## src/rtl/rtcw_pkg.sv

```systemverilog
package rtcw_pkg;
    localparam int ADDR_W   = 3;
    localparam int DATA_W   = 32;
    localparam int STAT_W   = 16;
    localparam int EVT_W    = 14;
    localparam int BIT_DONE = 15;
    localparam int BIT_PEND = 14;

    typedef enum logic [ADDR_W-1:0] {
        A_TIME  = 3'd0,
        A_ALARM = 3'd1,
        A_SWCNT = 3'd2,
        A_IRQEN = 3'd3,
        A_PREN  = 3'd4,
        A_STAT  = 3'd5
    } reg_addr_e;

    function automatic logic is_deferred(input logic [ADDR_W-1:0] a);
        return a <= 3'd4;
    endfunction
endpackage

```

## src/rtl/tick_sync.sv

```systemverilog
module tick_sync #(
    parameter int STAGES = 2
) (
    input  logic clk,
    input  logic rst_n,
    input  logic tick_async,
    output logic tick_rise
);
    typedef struct packed {
        logic [STAGES-1:0] sync;
        logic              prev;
    } sync_t;

    sync_t st_d, st_q;

    always_comb begin
        st_d      = st_q;
        st_d.sync = {st_q.sync[STAGES-2:0], tick_async};
        st_d.prev = st_q.sync[STAGES-1];
    end

    always_ff @(posedge clk or negedge rst_n) begin
        if (!rst_n) st_q <= '0;
        else        st_q <= st_d;
    end

    assign tick_rise = st_q.sync[STAGES-1] & ~st_q.prev;

    assert_rise_single_R9: assert property (@(posedge clk) disable iff (!rst_n)
        tick_rise |=> !tick_rise);
endmodule

```

## src/rtl/hold_slot.sv

```systemverilog
module hold_slot #(
    parameter int AW = 3,
    parameter int DW = 32
) (
    input  logic          clk,
    input  logic          rst_n,
    input  logic          wr_req,
    input  logic [AW-1:0] wr_addr,
    input  logic [DW-1:0] wr_data,
    input  logic          tick_rise,
    output logic          pending,
    output logic          commit,
    output logic [AW-1:0] commit_addr,
    output logic [DW-1:0] commit_data
);
    typedef struct packed {
        logic          pend;
        logic [AW-1:0] addr;
        logic [DW-1:0] data;
    } slot_t;

    slot_t st_d, st_q;

    always_comb begin
        st_d = st_q;
        if (st_q.pend) begin
            // Held write: commit on tick edge; incoming writes are dropped.
            if (tick_rise) st_d.pend = 1'b0;
        end else if (wr_req) begin
            st_d.pend = 1'b1;
            st_d.addr = wr_addr;
            st_d.data = wr_data;
        end
    end

    always_ff @(posedge clk or negedge rst_n) begin
        if (!rst_n) st_q <= '0;
        else        st_q <= st_d;
    end

    assign pending     = st_q.pend;
    assign commit      = st_q.pend & tick_rise;
    assign commit_addr = st_q.addr;
    assign commit_data = st_q.data;

    assert_held_stable_R5: assert property (@(posedge clk) disable iff (!rst_n)
        (pending && !tick_rise) |=> pending && $stable(commit_addr) && $stable(commit_data));
    assert_commit_frees_R4: assert property (@(posedge clk) disable iff (!rst_n)
        commit |=> !pending);
    assert_capture_R3: assert property (@(posedge clk) disable iff (!rst_n)
        (!pending && wr_req) |=> pending);
endmodule

```

## src/rtl/status_reg.sv

```systemverilog
module status_reg #(
    parameter int EW = 14
) (
    input  logic          clk,
    input  logic          rst_n,
    input  logic          commit,
    input  logic          pending,
    input  logic          wr,
    input  logic [15:0]   wdata,
    input  logic [EW-1:0] evt_set,
    output logic [15:0]   stat_word
);
    typedef struct packed {
        logic          done;
        logic [EW-1:0] evt;
    } stat_t;

    stat_t st_d, st_q;
    logic  unused_wbit;

    assign unused_wbit = wdata[14];

    always_comb begin
        st_d = st_q;
        if (wr) begin
            st_d.evt = st_q.evt & ~wdata[EW-1:0];
            if (wdata[15]) st_d.done = 1'b0;
        end
        st_d.evt = st_d.evt | evt_set;
        if (commit) st_d.done = 1'b1;
    end

    always_ff @(posedge clk or negedge rst_n) begin
        if (!rst_n) st_q <= '0;
        else        st_q <= st_d;
    end

    assign stat_word = {st_q.done, pending, st_q.evt};

    assert_done_sets_R4: assert property (@(posedge clk) disable iff (!rst_n)
        commit |=> stat_word[15]);
    assert_done_sticky_R6: assert property (@(posedge clk) disable iff (!rst_n)
        (stat_word[15] && !(wr && wdata[15])) |=> stat_word[15]);
    assert_evt_set_R7: assert property (@(posedge clk) disable iff (!rst_n)
        (|evt_set) |=> ((stat_word[EW-1:0] & $past(evt_set)) == $past(evt_set)));
endmodule

```

## src/rtl/rtc_wr_defer.sv

```systemverilog
module rtc_wr_defer
    import rtcw_pkg::*;
#(
    parameter int SW_W  = 16,
    parameter int IRQ_W = 16
) (
    input  logic              clk,
    input  logic              rst_n,
    input  logic              bus_wr,
    input  logic [ADDR_W-1:0] bus_waddr,
    input  logic [DATA_W-1:0] bus_wdata,
    input  logic [ADDR_W-1:0] bus_raddr,
    output logic [DATA_W-1:0] bus_rdata,
    input  logic              tick_async,
    input  logic [EVT_W-1:0]  evt_set,
    output logic [DATA_W-1:0] time_val,
    output logic [DATA_W-1:0] alarm_val,
    output logic [SW_W-1:0]   swcnt_val,
    output logic [IRQ_W-1:0]  irq_en,
    output logic              pren
);
    typedef struct packed {
        logic [DATA_W-1:0] tm;
        logic [DATA_W-1:0] alarm;
        logic [SW_W-1:0]   swcnt;
        logic [IRQ_W-1:0]  irqen;
        logic              pren;
    } regs_t;

    regs_t rg_d, rg_q;

    logic              tick_rise, pending, commit;
    logic [ADDR_W-1:0] c_addr;
    logic [DATA_W-1:0] c_data;
    logic [STAT_W-1:0] stat_word;
    logic              slot_wr, stat_wr;

    assign slot_wr = bus_wr && is_deferred(bus_waddr);
    assign stat_wr = bus_wr && (bus_waddr == A_STAT);

    tick_sync #(.STAGES(2)) u_sync (
        .clk(clk), .rst_n(rst_n), .tick_async(tick_async), .tick_rise(tick_rise)
    );

    hold_slot #(.AW(ADDR_W), .DW(DATA_W)) u_slot (
        .clk(clk), .rst_n(rst_n), .wr_req(slot_wr), .wr_addr(bus_waddr),
        .wr_data(bus_wdata), .tick_rise(tick_rise), .pending(pending),
        .commit(commit), .commit_addr(c_addr), .commit_data(c_data)
    );

    status_reg #(.EW(EVT_W)) u_stat (
        .clk(clk), .rst_n(rst_n), .commit(commit), .pending(pending),
        .wr(stat_wr), .wdata(bus_wdata[STAT_W-1:0]), .evt_set(evt_set),
        .stat_word(stat_word)
    );

    always_comb begin
        rg_d = rg_q;
        if (commit) begin
            case (c_addr)
                A_TIME:  rg_d.tm    = c_data;
                A_ALARM: rg_d.alarm = c_data;
                A_SWCNT: rg_d.swcnt = c_data[SW_W-1:0];
                A_IRQEN: rg_d.irqen = c_data[IRQ_W-1:0];
                A_PREN:  rg_d.pren  = c_data[0];
                default: ;
            endcase
        end
    end

    always_ff @(posedge clk or negedge rst_n) begin
        if (!rst_n) rg_q <= '0;
        else        rg_q <= rg_d;
    end

    always_comb begin
        case (bus_raddr)
            A_TIME:  bus_rdata = rg_q.tm;
            A_ALARM: bus_rdata = rg_q.alarm;
            A_SWCNT: bus_rdata = DATA_W'(rg_q.swcnt);
            A_IRQEN: bus_rdata = DATA_W'(rg_q.irqen);
            A_PREN:  bus_rdata = DATA_W'(rg_q.pren);
            A_STAT:  bus_rdata = DATA_W'(stat_word);
            default: bus_rdata = '0;
        endcase
    end

    assign time_val  = rg_q.tm;
    assign alarm_val = rg_q.alarm;
    assign swcnt_val = rg_q.swcnt;
    assign irq_en    = rg_q.irqen;
    assign pren      = rg_q.pren;

    assert_hold_regs_R8: assert property (@(posedge clk) disable iff (!rst_n)
        !commit |=> $stable(rg_q));
    assert_stat_not_held_R7: assert property (@(posedge clk) disable iff (!rst_n)
        (stat_wr && !pending) |=> !pending);
    assert_unused_addr_R10: assert property (@(posedge clk) disable iff (!rst_n)
        (bus_wr && bus_waddr > 3'd5 && !pending) |=> !pending);
endmodule

```

## config.mk

```make
export PLATFORM = sky130hd
export DESIGN_NAME = rtc_wr_defer
export DESIGN_NICKNAME = d
export VERILOG_FILES = /design/src/rtl/rtcw_pkg.sv /design/src/rtl/tick_sync.sv /design/src/rtl/hold_slot.sv /design/src/rtl/status_reg.sv /design/src/rtl/rtc_wr_defer.sv
export SDC_FILE = /design/constraint.sdc
export NUM_CORES = 1
export LEC_CHECK = 0
export ABC_AREA = 1
export BUFFER_PORTS_ARGS = -buffer_cell sky130_fd_sc_hd__buf_2
export CORE_AREA = 2 2 120 122
export CTS_CLUSTER_DIAMETER = 200
export DETAILED_ROUTE_END_ITERATION = 10
export DIE_AREA = 0 0 122 124
export PLACE_DENSITY = 0.76
export SETUP_SLACK_MARGIN = 0.3
export SYNTH_ARGS = -nofsm -noshare
export SYNTH_HDL_FRONTEND = slang
export SYNTH_SLANG_ARGS = --single-unit
```

## constraint.sdc

```tcl
create_clock -name clk -period 1.9 [get_ports clk]
set_clock_uncertainty 0.15 [all_clocks]
set_input_delay 0.19 -clock clk [delete_from_list [all_inputs] [get_ports clk]]
set_output_delay 0.19 -clock clk [all_outputs]
set_load 0.05 [all_outputs]
```

---- Yosys cells after proc, flatten, opt, wreduce, memory -nomap -nowiden ----
Cells that the tools add are included.
Widths: inputs -> output; s select.
cells by class
  order comparisons ....................... 1
  equality and inequality tests ........... 10
  muxes and demuxes ....................... 7
  bitwise gates (word level) .............. 7
  reductions and logical operators ........ 13
operator list
  operator            number
  $pmux 32 s6         1
  $mux 36             1
  $mux 15             1
  $and 14x14->14      1
  $not 14->14         1
  $or 14x14->14       1
  $reduce_and 2->1    7
  $eq 3x2->1 const B  4
  $eq 3x3->1 const B  4
  $eq 3x1->1 const B  2
  $logic_not 3->1     2
  $mux 1              4
  $reduce_bool 2->1   2
  $le 3x3->1 const B  1
  $and 1x1->1         2
  $logic_and 1x1->1   2
  $not 1->1           2
storage, ports and cells
  bits in registers ....................... 151
  input bits .............................. 56
  word-level logic and storage cells ...... 50

---- Depth between registers and ports, before layout ----
  depth after elaboration ................. 5
  gate-level depth with buffers ........... 8
  mapped depth without buffers ............ 7

---- Modules after synthesis ----
From an unflattened synthesis, not the netlist that was laid out.
unflattened totals
  cells, all modules ...................... 834
  area total of the unflattened synthesis .. 6822.8 µm²
modules (own cells, without submodules)
  module        cells each  times used  sequential area each (µm²)  area an instance (µm²)
  rtc_wr_defer  596         1           2427.3                      4616.9
  hold_slot     156         1           900.9                       1501.4
  status_reg    77          1           375.4                       619.3
  tick_sync     5           1           75.1                        85.1

---- Worst setup path after synthesis ----
OpenSTA, ideal clock, no wires.
  path type ............................... input port to output port
  start ................................... in bus_raddr[1]
  end ..................................... out bus_rdata[16]
  arrival ................................. 1592 ps
  required time ........................... 1560 ps
  stages on the path ...................... 5
  path slack .............................. -32 ps
  cell sequence ........................... buf_2 -> nor2_4 -> nand2_1 -> buf_2 -> o22ai_1
on the way
  word-level cells in the longest chain between the ends .. 2
ends and longest elaborated chain
  what                                      RTL line            RTL
  start, declared                           rtc_wr_defer.sv:12  input logic [ADDR_W-1:0] bus_raddr,
  $eq 3x3->1, or another cell as far along  rtc_wr_defer.sv:77  case (bus_raddr)
  $pmux 32 s6 *                             rtc_wr_defer.sv:77
  end, declared                             rtc_wr_defer.sv:13  output logic [DATA_W-1:0] bus_rdata,
Every way passes the cells marked *; elsewhere a longest branch is shown, timed or not.

---- Final worst setup path ----
  start ................................... reg u_stat.st_q, in the netlist u_stat.stat_word[0]
  end ..................................... out bus_rdata[0]
on the way
  word-level cells in the longest chain between the ends .. 1
ends and longest elaborated chain
  what                    RTL line            RTL
  start, declared         status_reg.sv:18    stat_t st_d, st_q;
  start signal, assigned  status_reg.sv:35    else st_q <= st_d;
  $pmux 32 s6             rtc_wr_defer.sv:77
No other way between the ends.

==> impl_metrics.xml <==
<?xml version="1.0" encoding="UTF-8"?>
<metrics>
  <group name="outcome">
    <metric name="outcome" unit="">finished, final reports clean</metric>
  </group>
  <group name="setup_path">
    <metric name="critPathArrivalTime" unit="ps">1380</metric>
    <metric name="end_kind" unit="">output pin</metric>
    <metric name="worst_ep_required_time" unit="ps">1560</metric>
    <metric name="worstPathMaxFanout" unit="">2</metric>
    <metric name="path_class" unit="">flop to output pin</metric>
    <metric name="cp-start-kind" unit="">flop</metric>
  </group>
  <group name="power">
    <metric name="worst_ir_drop_vdd" unit="uV">740</metric>
    <metric name="power_density" unit="nW/um2">1730</metric>
    <metric name="final_total_pwr" unit="mW">18.1</metric>
    <metric name="static-leakage-power" unit="nW">5.61</metric>
  </group>
  <group name="global_route">
    <metric name="track_usage" unit="%">31.2</metric>
    <metric name="grt_first_pass_wirelength" unit="um">35600</metric>
    <metric name="grt_antenna_before_repair" unit="">0</metric>
    <metric name="first_global_vias" unit="">6824</metric>
    <metric name="global_route.overflow_total" unit="">0</metric>
    <metric name="largest_net_degree_at_the_start_of_global_routing" unit="">50</metric>
  </group>
  <group name="sta">
    <metric name="timing.fmax" unit="MHz">580</metric>
    <metric name="report.final.setup_viol" unit="">0</metric>
    <metric name="setup-tns-final" unit="ps">0</metric>
    <metric name="report.final.hold_viol_count" unit="">0</metric>
    <metric name="grt_setup_unrepaired" unit="">yes</metric>
    <metric name="fin_crit" unit="ps">1720</metric>
    <metric name="worst_slack" unit="ps">176</metric>
    <metric name="maxSlewViolCount" unit="">0</metric>
    <metric name="worst_slew_pin_slew" unit="ps">443</metric>
    <metric name="slew_headroom" unit="%">70.4</metric>
    <metric name="fin_crit_sh" unit="%">90.7</metric>
  </group>
  <group name="drt">
    <metric name="viasPerCell" unit="">5.48</metric>
    <metric name="num_vias" unit="">7548</metric>
    <metric name="drt_first_iter_violations" unit="">743</metric>
    <metric name="detail_route.drc_violations" unit="">0</metric>
    <metric name="drt.antenna.violating_nets" unit="">0</metric>
    <metric name="detail_route.wl_per_cell" unit="um">17.6</metric>
    <metric name="route.final.wire_length" unit="um">24200</metric>
    <metric name="dr.pass1.iters" unit="">6</metric>
  </group>
  <group name="worst_hold_path">
    <metric name="worst_min_path_class" unit="">input port to async pin</metric>
  </group>
  <group name="clock_tree">
    <metric name="cts.sink_count" unit="">151</metric>
    <metric name="cts_made_buffers" unit="">17</metric>
    <metric name="cts-root-buf" unit="">clkbuf_16</metric>
    <metric name="clkTransAtPathRegs" unit="ps">60</metric>
    <metric name="cts_max_level" unit="">4</metric>
    <metric name="clk_latency" unit="ps">430</metric>
    <metric name="cts.path.max_buffers" unit="">2</metric>
    <metric name="tritoncts" unit="">done</metric>
  </group>
  <group name="floorplanning">
    <metric name="num_io_pins" unit="">185</metric>
    <metric name="start_util" unit="%">52.1</metric>
    <metric name="die-width" unit="um">122</metric>
    <metric name="die_h" unit="um">124</metric>
    <metric name="coreArea" unit="um2">13700</metric>
    <metric name="site_rows" unit="">43</metric>
    <metric name="die_area" unit="um2">15100</metric>
  </group>
  <group name="synth">
    <metric name="synth_cells" unit="">891</metric>
    <metric name="syn_area" unit="um2">7140</metric>
    <metric name="syn_area_per_cell" unit="um2">8.02</metric>
    <metric name="synth.distinct_cells" unit="">24</metric>
    <metric name="yosysWarningCount" unit="">0</metric>
    <metric name="yosysSeqAreaShare" unit="%">52.9</metric>
    <metric name="syn_nets" unit="">947</metric>
    <metric name="yosys_register_bits" unit="">151</metric>
  </group>
  <group name="placement">
    <metric name="hpwlAfterDp" unit="um">15300</metric>
    <metric name="placed_cells" unit="">1235</metric>
    <metric name="numPortBuffers" unit="">184</metric>
    <metric name="post-place-ws" unit="ps">153</metric>
    <metric name="routabilityCongestion" unit="">0.961</metric>
  </group>
  <group name="cells_and_area">
    <metric name="fin_cells" unit="">1378</metric>
    <metric name="flow.area_growth_from_synthesis" unit="%">46.8</metric>
    <metric name="n_antenna_cell" unit="">0</metric>
    <metric name="most_frequent_standard_cell_in_the_layout_excluding_fill_and_tap_cells" unit="">nand2_1</metric>
    <metric name="nNetsFinal" unit="">1242</metric>
    <metric name="post-route-util" unit="%">76.5</metric>
    <metric name="mostFrequentLayoutCells" unit="">nand2_1, buf_2, dfrtp_1</metric>
    <metric name="drive_gt1_share" unit="%">30.5</metric>
  </group>
  <group name="job">
    <metric name="maxCapViolCount" unit="">0</metric>
  </group>
</metrics>
==> metal layers <==
layer	share of wire [%]	track usage, %
met4	2.6	9.84
met1	40	42.7
met2	48	48.4
met5	0	0
met3	9.9	8.93
==> sequential cells by signal (all words and copies together), names as in the netlist <==
register,flops
u_slot.pending,1
u_stat.stat_word,15
alarm_val,32
u_slot.commit_data,32
u_sync.st_d,2
irq_en,16
swcnt_val,16
pren,1
u_sync.st_q,1
u_slot.commit_addr,3
time_val,32
==> timing repair <==
item / CTS / global route
gates resized for setup: 71 / 41
setup endpoints to repair: 41 / 48
hold endpoints to repair: 202 / 0
cloned: 0 / 4
buffers inserted: 28 / 15
pin swaps: 27 / 24
hold buffers: 65 / 0
==> cells by family after synthesis <==
logic type             after synthesis  synth area share [%]
flip-flops                         151                  52.9
AND/OR/NAND/NOR                    498                  30.9
buffers and inverters              143                  8.91
AO/OA/AOI/OAI                       99                  7.27
==> layout make-up <==
| class | instances | area (um2) |
|---|---|---|
| clock buffers | 19 | 433 |
| multi-input cells | 597 | 2970 |
| repair buffers | 333 | 2570 |
| clock inverters | 12 | 178 |
| inverters | 86 | 328 |
| fillers | 965 | 3230 |
| well taps | 180 | 225 |
| flip-flops and latches | 151 | 3780 |
==> critical path, cell delays in order (launching register included) <==
cell and delay, ps:
dfrtp_1 430, nand2_1 90, nand2_1 50, nand2_1 50, nand2_1 50, inv_2 70, nand2_4 60, buf_8 150
==> worst paths after layout <==
kind                                  startpoint                    end  slack (ps)  depth (start not counted)
setup / recovery             u_stat.stat_word[0]           bus_rdata[0]         180                          7
hold reg to reg                   u_sync.st_d[2]         u_sync.st_d[0]         200                          0
max in group asynchronous                  rst_n    u_stat.stat_word[3]         920                          3
min in group clk                          bus_wr  u_slot.commit_data[1]         110                          4
setup reg to reg           u_slot.commit_addr[2]          alarm_val[21]         320                          7
hold / removal                             rst_n         u_sync.st_d[2]          80                          2
==> stage by stage <==
step / instance area [um2] / hold WS, ps
floorplan: 7310 / -256
global placement: 8490 / -40.4
detailed placement: 8490 / -37.7
CTS: 10100 / 80.9
global route: 10500 / 107
finish: 10500 / 82.4
==> report_power, final <==
group          switching [mW]  internal [mW]  total [mW]
registers                1.08           4.48        5.57
logic                    6.63           2.40        9.03
clock network            1.34           2.19        3.53
==> cells in the mapped netlist <==
cell type | instances | area [um2]
a21oi_1 | 1 | 5.00
buf_1 | 4 | 15.0
buf_2 | 32 | 160
buf_4 | 2 | 15.0
buf_6 | 7 | 78.8
clkbuf_1 | 12 | 45.0
clkinv_1 | 1 | 3.75
dfrtp_1 | 151 | 3780
inv_1 | 83 | 312
inv_2 | 2 | 7.51
nand2_1 | 317 | 1190
nand2_2 | 3 | 18.8
nand2_4 | 1 | 11.3
nand3_1 | 63 | 315
nand3_2 | 2 | 20.0
nand3_4 | 1 | 17.5
nand4_1 | 68 | 425
nor2_1 | 35 | 131
nor2_2 | 2 | 12.5
nor2_4 | 6 | 67.6
o21ai_0 | 72 | 360
o21ai_1 | 9 | 45.0
o21ai_2 | 1 | 8.76
o22ai_1 | 16 | 100
No activity file was read; power rests on OpenSTA's default activity.
